<file path="src/rtl/segdec_pkg.sv">
package segdec_pkg;
  localparam int DEF_SEG_W = 4;
  localparam int DEF_LSB_W = 2;

  typedef struct packed {
    logic load;
    logic idle;
  } ctrlStrobes_t;
endpackage

</file>
<file path="src/rtl/segdec_ctrl.sv">
module segdec_ctrl
  import segdec_pkg::*;
(
  input  logic         sleepIn,
  output ctrlStrobes_t strobes
);
  always_comb begin
    strobes.idle = sleepIn;
    strobes.load = ~sleepIn;
  end
endmodule

</file>
<file path="src/rtl/segdec_datapath.sv">
module segdec_datapath
  import segdec_pkg::*;
#(
  parameter int SEG_W = DEF_SEG_W,
  parameter int LSB_W = DEF_LSB_W
) (
  input  logic                      clk,
  input  logic                      rstN,
  input  ctrlStrobes_t              strobes,
  input  logic [2*SEG_W+LSB_W-1:0]  code,
  output logic [(1<<SEG_W)-2:0]     msbA,
  output logic [(1<<SEG_W)-2:0]     msbB,
  output logic [(1<<SEG_W)-2:0]     midA,
  output logic [(1<<SEG_W)-2:0]     midB,
  output logic [LSB_W-1:0]          lsbA,
  output logic [LSB_W-1:0]          lsbB
);
  localparam int CODE_W  = 2*SEG_W + LSB_W;
  localparam int UNITS   = (1 << SEG_W) - 1;
  localparam int MID_WT  = 1 << LSB_W;
  localparam int MSB_WT  = 1 << (SEG_W + LSB_W);

  logic [SEG_W-1:0] msbField, midField;
  logic [LSB_W-1:0] lsbField;
  logic [UNITS-1:0] msbNext, midNext;

  // field split
  assign msbField = code[CODE_W-1 -: SEG_W];
  assign midField = code[LSB_W +: SEG_W];
  assign lsbField = code[LSB_W-1:0];

  // thermometer decode per segment
  for (genvar k = 0; k < UNITS; k++) begin : g_therm
    assign msbNext[k] = (msbField > SEG_W'(k));
    assign midNext[k] = (midField > SEG_W'(k));
  end

  // A-side registers
  always_ff @(posedge clk or negedge rstN) begin
    if (!rstN) begin
      msbA <= '0;
      midA <= '0;
      lsbA <= '0;
    end else if (strobes.idle) begin
      msbA <= '0;
      midA <= '0;
      lsbA <= '0;
    end else if (strobes.load) begin
      msbA <= msbNext;
      midA <= midNext;
      lsbA <= lsbField;
    end
  end

  // B-side registers, loaded independently with the complement
  always_ff @(posedge clk or negedge rstN) begin
    if (!rstN) begin
      msbB <= '1;
      midB <= '1;
      lsbB <= '1;
    end else if (strobes.idle) begin
      msbB <= '1;
      midB <= '1;
      lsbB <= '1;
    end else if (strobes.load) begin
      msbB <= ~msbNext;
      midB <= ~midNext;
      lsbB <= ~lsbField;
    end
  end

  int sumA;
  always_comb sumA = $countones(msbA) * MSB_WT + $countones(midA) * MID_WT + int'(lsbA);


  ab_complement_chk: assert property (@(posedge clk) disable iff (!rstN)
    (msbB == ~msbA) && (midB == ~midA) && (lsbB == ~lsbA))
    else $error("A/B controls not complementary");


  sleep_idle_chk: assert property (@(posedge clk) disable iff (!rstN)
    strobes.idle |=> (msbA == '0) && (midA == '0) && (lsbA == '0))
    else $error("idle state not reached");


  msb_count_chk: assert property (@(posedge clk) disable iff (!rstN)
    strobes.load |=> $countones(msbA) == int'($past(msbField)))
    else $error("coarse line count wrong");


  mid_count_chk: assert property (@(posedge clk) disable iff (!rstN)
    strobes.load |=> $countones(midA) == int'($past(midField)))
    else $error("fine line count wrong");


  weight_sum_chk: assert property (@(posedge clk) disable iff (!rstN)
    strobes.load |=> sumA == int'($past(code)))
    else $error("weighted sum differs from code");
endmodule

</file>
<file path="src/rtl/segdec_top.sv">
module segdec_top
  import segdec_pkg::*;
#(
  parameter int SEG_W = DEF_SEG_W,
  parameter int LSB_W = DEF_LSB_W
) (
  input  logic                      clk,
  input  logic                      rstN,
  input  logic                      sleepIn,
  input  logic [2*SEG_W+LSB_W-1:0]  codeI,
  input  logic [2*SEG_W+LSB_W-1:0]  codeQ,
  output logic [(1<<SEG_W)-2:0]     iMsbA,
  output logic [(1<<SEG_W)-2:0]     iMsbB,
  output logic [(1<<SEG_W)-2:0]     iMidA,
  output logic [(1<<SEG_W)-2:0]     iMidB,
  output logic [LSB_W-1:0]          iLsbA,
  output logic [LSB_W-1:0]          iLsbB,
  output logic [(1<<SEG_W)-2:0]     qMsbA,
  output logic [(1<<SEG_W)-2:0]     qMsbB,
  output logic [(1<<SEG_W)-2:0]     qMidA,
  output logic [(1<<SEG_W)-2:0]     qMidB,
  output logic [LSB_W-1:0]          qLsbA,
  output logic [LSB_W-1:0]          qLsbB
);
  ctrlStrobes_t strobes;

  segdec_ctrl ctrl_i (
    .sleepIn (sleepIn),
    .strobes (strobes)
  );

  segdec_datapath #(.SEG_W(SEG_W), .LSB_W(LSB_W)) chanI_i (
    .clk(clk), .rstN(rstN), .strobes(strobes), .code(codeI),
    .msbA(iMsbA), .msbB(iMsbB), .midA(iMidA), .midB(iMidB),
    .lsbA(iLsbA), .lsbB(iLsbB)
  );

  segdec_datapath #(.SEG_W(SEG_W), .LSB_W(LSB_W)) chanQ_i (
    .clk(clk), .rstN(rstN), .strobes(strobes), .code(codeQ),
    .msbA(qMsbA), .msbB(qMsbB), .midA(qMidA), .midB(qMidB),
    .lsbA(qLsbA), .lsbB(qLsbB)
  );


  iq_lockstep_chk: assert property (@(posedge clk) disable iff (!rstN)
    (codeI == codeQ) |=> (iMsbA == qMsbA) && (iMidA == qMidA) && (iLsbA == qLsbA))
    else $error("I and Q decoders out of step");
endmodule

</file>
<file path="config.mk">
export PLATFORM = sky130hd
export DESIGN_NAME = segdec_top
export DESIGN_NICKNAME = d
export VERILOG_FILES = /design/src/rtl/segdec_pkg.sv /design/src/rtl/segdec_ctrl.sv /design/src/rtl/segdec_datapath.sv /design/src/rtl/segdec_top.sv
export SDC_FILE = /design/constraint.sdc
export NUM_CORES = 1
export LEC_CHECK = 0
export BUFFER_PORTS_ARGS = -buffer_cell sky130_fd_sc_hd__buf_2
export CAP_MARGIN = 0
export CELL_PAD_IN_SITES_DETAIL_PLACEMENT = 1
export CELL_PAD_IN_SITES_GLOBAL_PLACEMENT = 2
export CORE_MARGIN = 1.5
export CORE_UTILIZATION = 34
export DETAILED_ROUTE_END_ITERATION = 10
export PLACE_DENSITY_LB_ADDON = 0.1
export SYNTH_ARGS = -nofsm -noshare
export SYNTH_HDL_FRONTEND = slang
export SYNTH_SLANG_ARGS = --single-unit
</file>
<file path="constraint.sdc">
create_clock -name clk -period 0.85 [get_ports clk]
set_input_delay 0.0425 -clock clk [delete_from_list [all_inputs] [get_ports clk]]
set_output_delay 0.0425 -clock clk [all_outputs]
set_load 0.02 [all_outputs]
</file>
# Word-level counts from Yosys, hierarchy flattened
# Index checks and enable logic that the tools add are counted.
# W data, S select, Z words.
[totals]
regBits = 128
latch_bits = 0
mem_bits_rw = 0
rom_bits = 0
input_bits = 23
output_inout_bits = 128
wordCells = 90
mem_count = 0
[op_classes]
addsub = 0
n_mul = 0
n_div = 0
order_cmp = 60
eq_ne = 0
shift = 0
n_mux = 12
bitwise = 6
reduce_logical = 0
[op_table]
columns = ["cell", "n"]
rows = [
  ["$mux W15", 8],
  ["$gt A4 B4 Y1 const B", 28],
  ["$gt A4 B3 Y1 const B", 16],
  ["$not A15 Y15", 4],
  ["$gt A4 B1 Y1 const B", 8],
  ["$gt A4 B2 Y1 const B", 8],
  ["$mux W2", 4],
  ["$not A2 Y2", 2],
]

# Logic depth before layout (Yosys ltp)
[logic_depth]
word_depth = 3
ltp_mapped = 4
mapped_depth_nobuf = 3

# Cells and area by module
# Synthesis repeated with hierarchy kept, for this count alone.
[unflattened]
hier_cells = 437
hier_area_um2 = 5310.1
[modules_own_cells]
columns = ["module", "instances", "cells_each", "area_per_inst_um2", "seq_area_each_um2"]
rows = [
  ["segdec_datapath (chanQ_i)", 1, 219, 2665.1, 1641.6],
  ["segdec_datapath (chanI_i)", 1, 216, 2633.8, 1641.6],
  ["segdec_ctrl", 1, 2, 11.3, 0.0],
]

# Least setup slack after synthesis
# Ideal clock, no wire load.
[synth_path]
kind = "input to register"
from = "input port codeQ[3]"
to = "register chanQ_i.midA[4]"
setup_ns = 0.118
t_arrival_ns = 0.642
required_time_ns = 0.732
path_slack_ns = 0.090
path_stages = 3
path_buffers = 1
cell_sequence = "clkbuf_2 -> or2_2 -> a21o_1"
[synth_via]
elab_chain_len = 2
[synth_rtl]
columns = ["element", "line_no", "rtl"]
rows = [
  ["start, declared", "segdec_top.sv:11", "input logic [2*SEG_W+LSB_W-1:0] codeQ,"],
  ["$gt A4 B3 Y1", "segdec_datapath.sv:35", "assign midNext[k] = (midField > SEG_W'(k));"],
  ["$mux W15", "segdec_datapath.sv:44", "end else if (strobes.idle) begin"],
  ["end signal, assigned", "segdec_datapath.sv:50", "midA <= midNext;"],
  ["end, declared", "segdec_datapath.sv:13", "output logic [(1<<SEG_W)-2:0] midA,"],
]
# No other way between the ends.

# Final worst setup path
[layout_path]
from = "register chanI_i.msbB[5]"
to = "output port iMsbB[5]"
[layout_rtl]
columns = ["element", "line_no", "rtl"]
rows = [
  ["start, declared", "segdec_datapath.sv:12", "output logic [(1<<SEG_W)-2:0] msbB,"],
  ["start signal, assigned", "segdec_datapath.sv:66", "msbB <= ~msbNext;"],
  ["end, declared", "segdec_top.sv:13", "output logic [(1<<SEG_W)-2:0] iMsbB,"],
]
# No word-level cell between the ends.

==> reports/qor.csv <==
metric,value,unit
drc_errors,0,
critical_path_depth,1,
postPlaceCellArea,5430,sq um
clock-sinks,128,
nets,552,
post-place-ws,-118,ps
grt_pass1_vias,3453,
clk_pin_slew,50,ps
maxSlewViolCount,0,
synth_nets,336,
clockBufferDepth,2,
cp_top_family,flip-flops,
fin_cells,710,
layout-area-overhead-vs-synth,69.4,%
die_x,115,um
final_area,7240,sq um
critPathSlowestCell,dfstp_2,
drv_cap,0,
setup_viol,131,
syn-mean-instance-area,13.6,sq um
cts_tree,yes,
grt_max_degree,48,
clock.fmax,0.902,GHz
drive_above_1_share,55.4,%
path_cells,buf_6,
status,"complete, but fails checks",
viasPerCell,4.36,
dp_hpwl,7200,um
critPathCapture,iMsbB[5],
layout_min_cycle_time,1110,ps
totalPowerFinal,16.2,mW
gp_congestion,0.705,
synth_cells,313,
grt_first_pass_wirelength,18500,um
synth_warnings,0,
cts_made_buffers,17,
start_util,35.3,%
post_cts_buffers,0,
crit_type,flop to output port,
path_max_fanout,1,
placed_cells,643,
finalCritPeriodShare,130,%
drt_iter0_markers,116,
core_area,12100,sq um
rsz0062_at_grt,true,
setup_ws,-258,ps
p_leak,3.48,nW
slowest_delay,540,ps
tightest_slew,311,ps
dieArea,13200,sq um
netlist_area,4270,sq um
required,810,ps
holdWs,-46.2,ps
violations,"negative hold slack, negative setup slack",
cts_root_buffer,clkbuf_16,
numPortBuffers,150,
totalWireLength,11600,um
ys_types,28,
postRouteAntennaNets,0,
power_density,2240,nW/um^2
grt_overflow_total,0,
maxSlewHeadroom,79.2,%
cts_max_level,4,
pin_count,151,
dr.pass1.iters,4,
antenna_found_initial,0,
vias,3095,
tns,-22450,ps
yosysSeqAreaShare,76.9,%
cp.arrival,1070,ps
irDropWorstVdd,0.00109,V
die_h,115,um
crit_start,chanI_i.msbB[5],
crit_path_start_kind,flop,
diodes,0,
path_buf_inv,1,
finalHoldViolCount,8,
synth-seq-cells,128,
wl_per_cell,16.3,um
grt_usage,18.8,%
hp-class,input pin to flop,
std_cell_rows,40,
endpoint_kind,output port,
-- worst min-delay path by stage --
stage	start	to	cells past startpoint	slack, ps
floorplan	rstN	chanI_i.lsbA[0]	0	-250
global placement	rstN	chanQ_i.msbA[6]	1	-80
detailed placement	rstN	chanQ_i.msbA[6]	1	-80
CTS	codeQ[6]	chanQ_i.msbA[8]	3	-30
global route	codeQ[6]	chanQ_i.msbB[8]	3	-40
finish	codeQ[6]	chanQ_i.msbB[8]	3	-50
-- layout by cell type, fill, tap and decap left out, drive strengths merged --
| cell | Yosys | final |
|---|---|---|
| a21o | 17 | 17 |
| a21oi | 21 | 21 |
| and2 | 7 | 7 |
| and3 | 2 | 2 |
| and3b | 1 | 1 |
| and4 | 2 | 2 |
| buf | 16 | 181 |
| bufinv | 0 | 3 |
| clkbuf | 3 | 26 |
| clkinv | 0 | 3 |
| dfrtp | 64 | 64 |
| dfstp | 64 | 64 |
| dlygate4sd3 | 0 | 29 |
| dlymetal6s4s | 0 | 6 |
| inv | 14 | 14 |
| nand2 | 10 | 10 |
| nand2b | 4 | 4 |
| nand3 | 4 | 4 |
| nand3b | 3 | 3 |
| nand4 | 2 | 2 |
| nor2 | 33 | 33 |
| nor2b | 9 | 9 |
| nor3 | 5 | 5 |
| o21a | 6 | 6 |
| o21ai | 14 | 14 |
| or2 | 12 | 12 |
-- timing repair --
item / in CTS / in global routing
gates resized for setup: 256 / 20
hold endpoints to repair: 172 / 11
hold buffers: 34 / 8
setup endpoints to repair: 128 / 200
-- layer usage --
| metal | vias to the layer above | global-route usage (%) | wire length [um] |
|---|---|---|---|
| li1 | 1435 | - | - |
| met1 | 1550 | 22.4 | 4690 |
| met2 | 95 | 31.7 | 6100 |
| met3 | 15 | 6.27 | 650 |
| met4 | 0 | 7.65 | 159 |
| met5 | - | 0 | 0 |
-- per-stage QoR --
| stage | hold WS (ps) | utilization [%] |
|---|---|---|
| final | -46.2 | 59.8 |
| after global routing | -41.2 | 59.8 |
| after CTS | -27.8 | 59.2 |
| after detailed placement | -83.2 | 44.8 |
| after global placement | -78.9 | 44.8 |
| after floorplan | -253 | - |
-- final cells by class --
cell class                 count  area [sq um]
multi-input combinational    152           870
clock inverter                 6           105
clock buffer                  26           499
tap                          168           210
fill                        1189          4870
sequential                   128          3280
timing repair buffer         216          2210
inverter                      14          55.1
-- power breakdown --
part	total, mW	switching (mW)	internal [mW]
sequential	6.71	0.168	6.55
clock	7.38	2.47	4.91
combinational	2.11	1.09	1.02
-- sequential cells by signal, indices dropped and copies added, names as in the netlist --
signal,cells
chanQ_i.lsbA,2
chanQ_i.midB,15
chanQ_i.lsbB,2
chanI_i.lsbA,2
chanI_i.msbA,15
chanI_i.lsbB,2
chanQ_i.msbB,15
chanI_i.midB,15
chanI_i.msbB,15
chanI_i.midA,15
chanQ_i.msbA,15
chanQ_i.midA,15
-- cell families after synthesis --
group,share of synthesized area (%)
buffers and inverters,3.63
flip-flops,76.9
AO/OA/AOI/OAI,8.14
AND/OR/NAND/NOR,11.4
-- cell usage after synthesis, drive strengths merged --
cell type | instances | share of area [%]
inv | 14 | 1.2
and3b | 1 | 0.21
nand2 | 10 | 0.88
buf | 16 | 2.1
nand4 | 2 | 0.29
nor2b | 9 | 1.3
clkbuf | 3 | 0.29
a21oi | 21 | 2.5
or2 | 12 | 1.8
and3 | 2 | 0.29
nor2 | 33 | 2.9
nand2b | 4 | 0.70
dfstp | 64 | 39
nand3 | 4 | 0.47
and4 | 2 | 0.41
and2 | 7 | 1.0
o21a | 6 | 1.1
o21ai | 14 | 1.6
nor3 | 5 | 0.59
a21o | 17 | 3.0
nand3b | 3 | 0.53
dfrtp | 64 | 37
(Power assumes the default switching activity.)
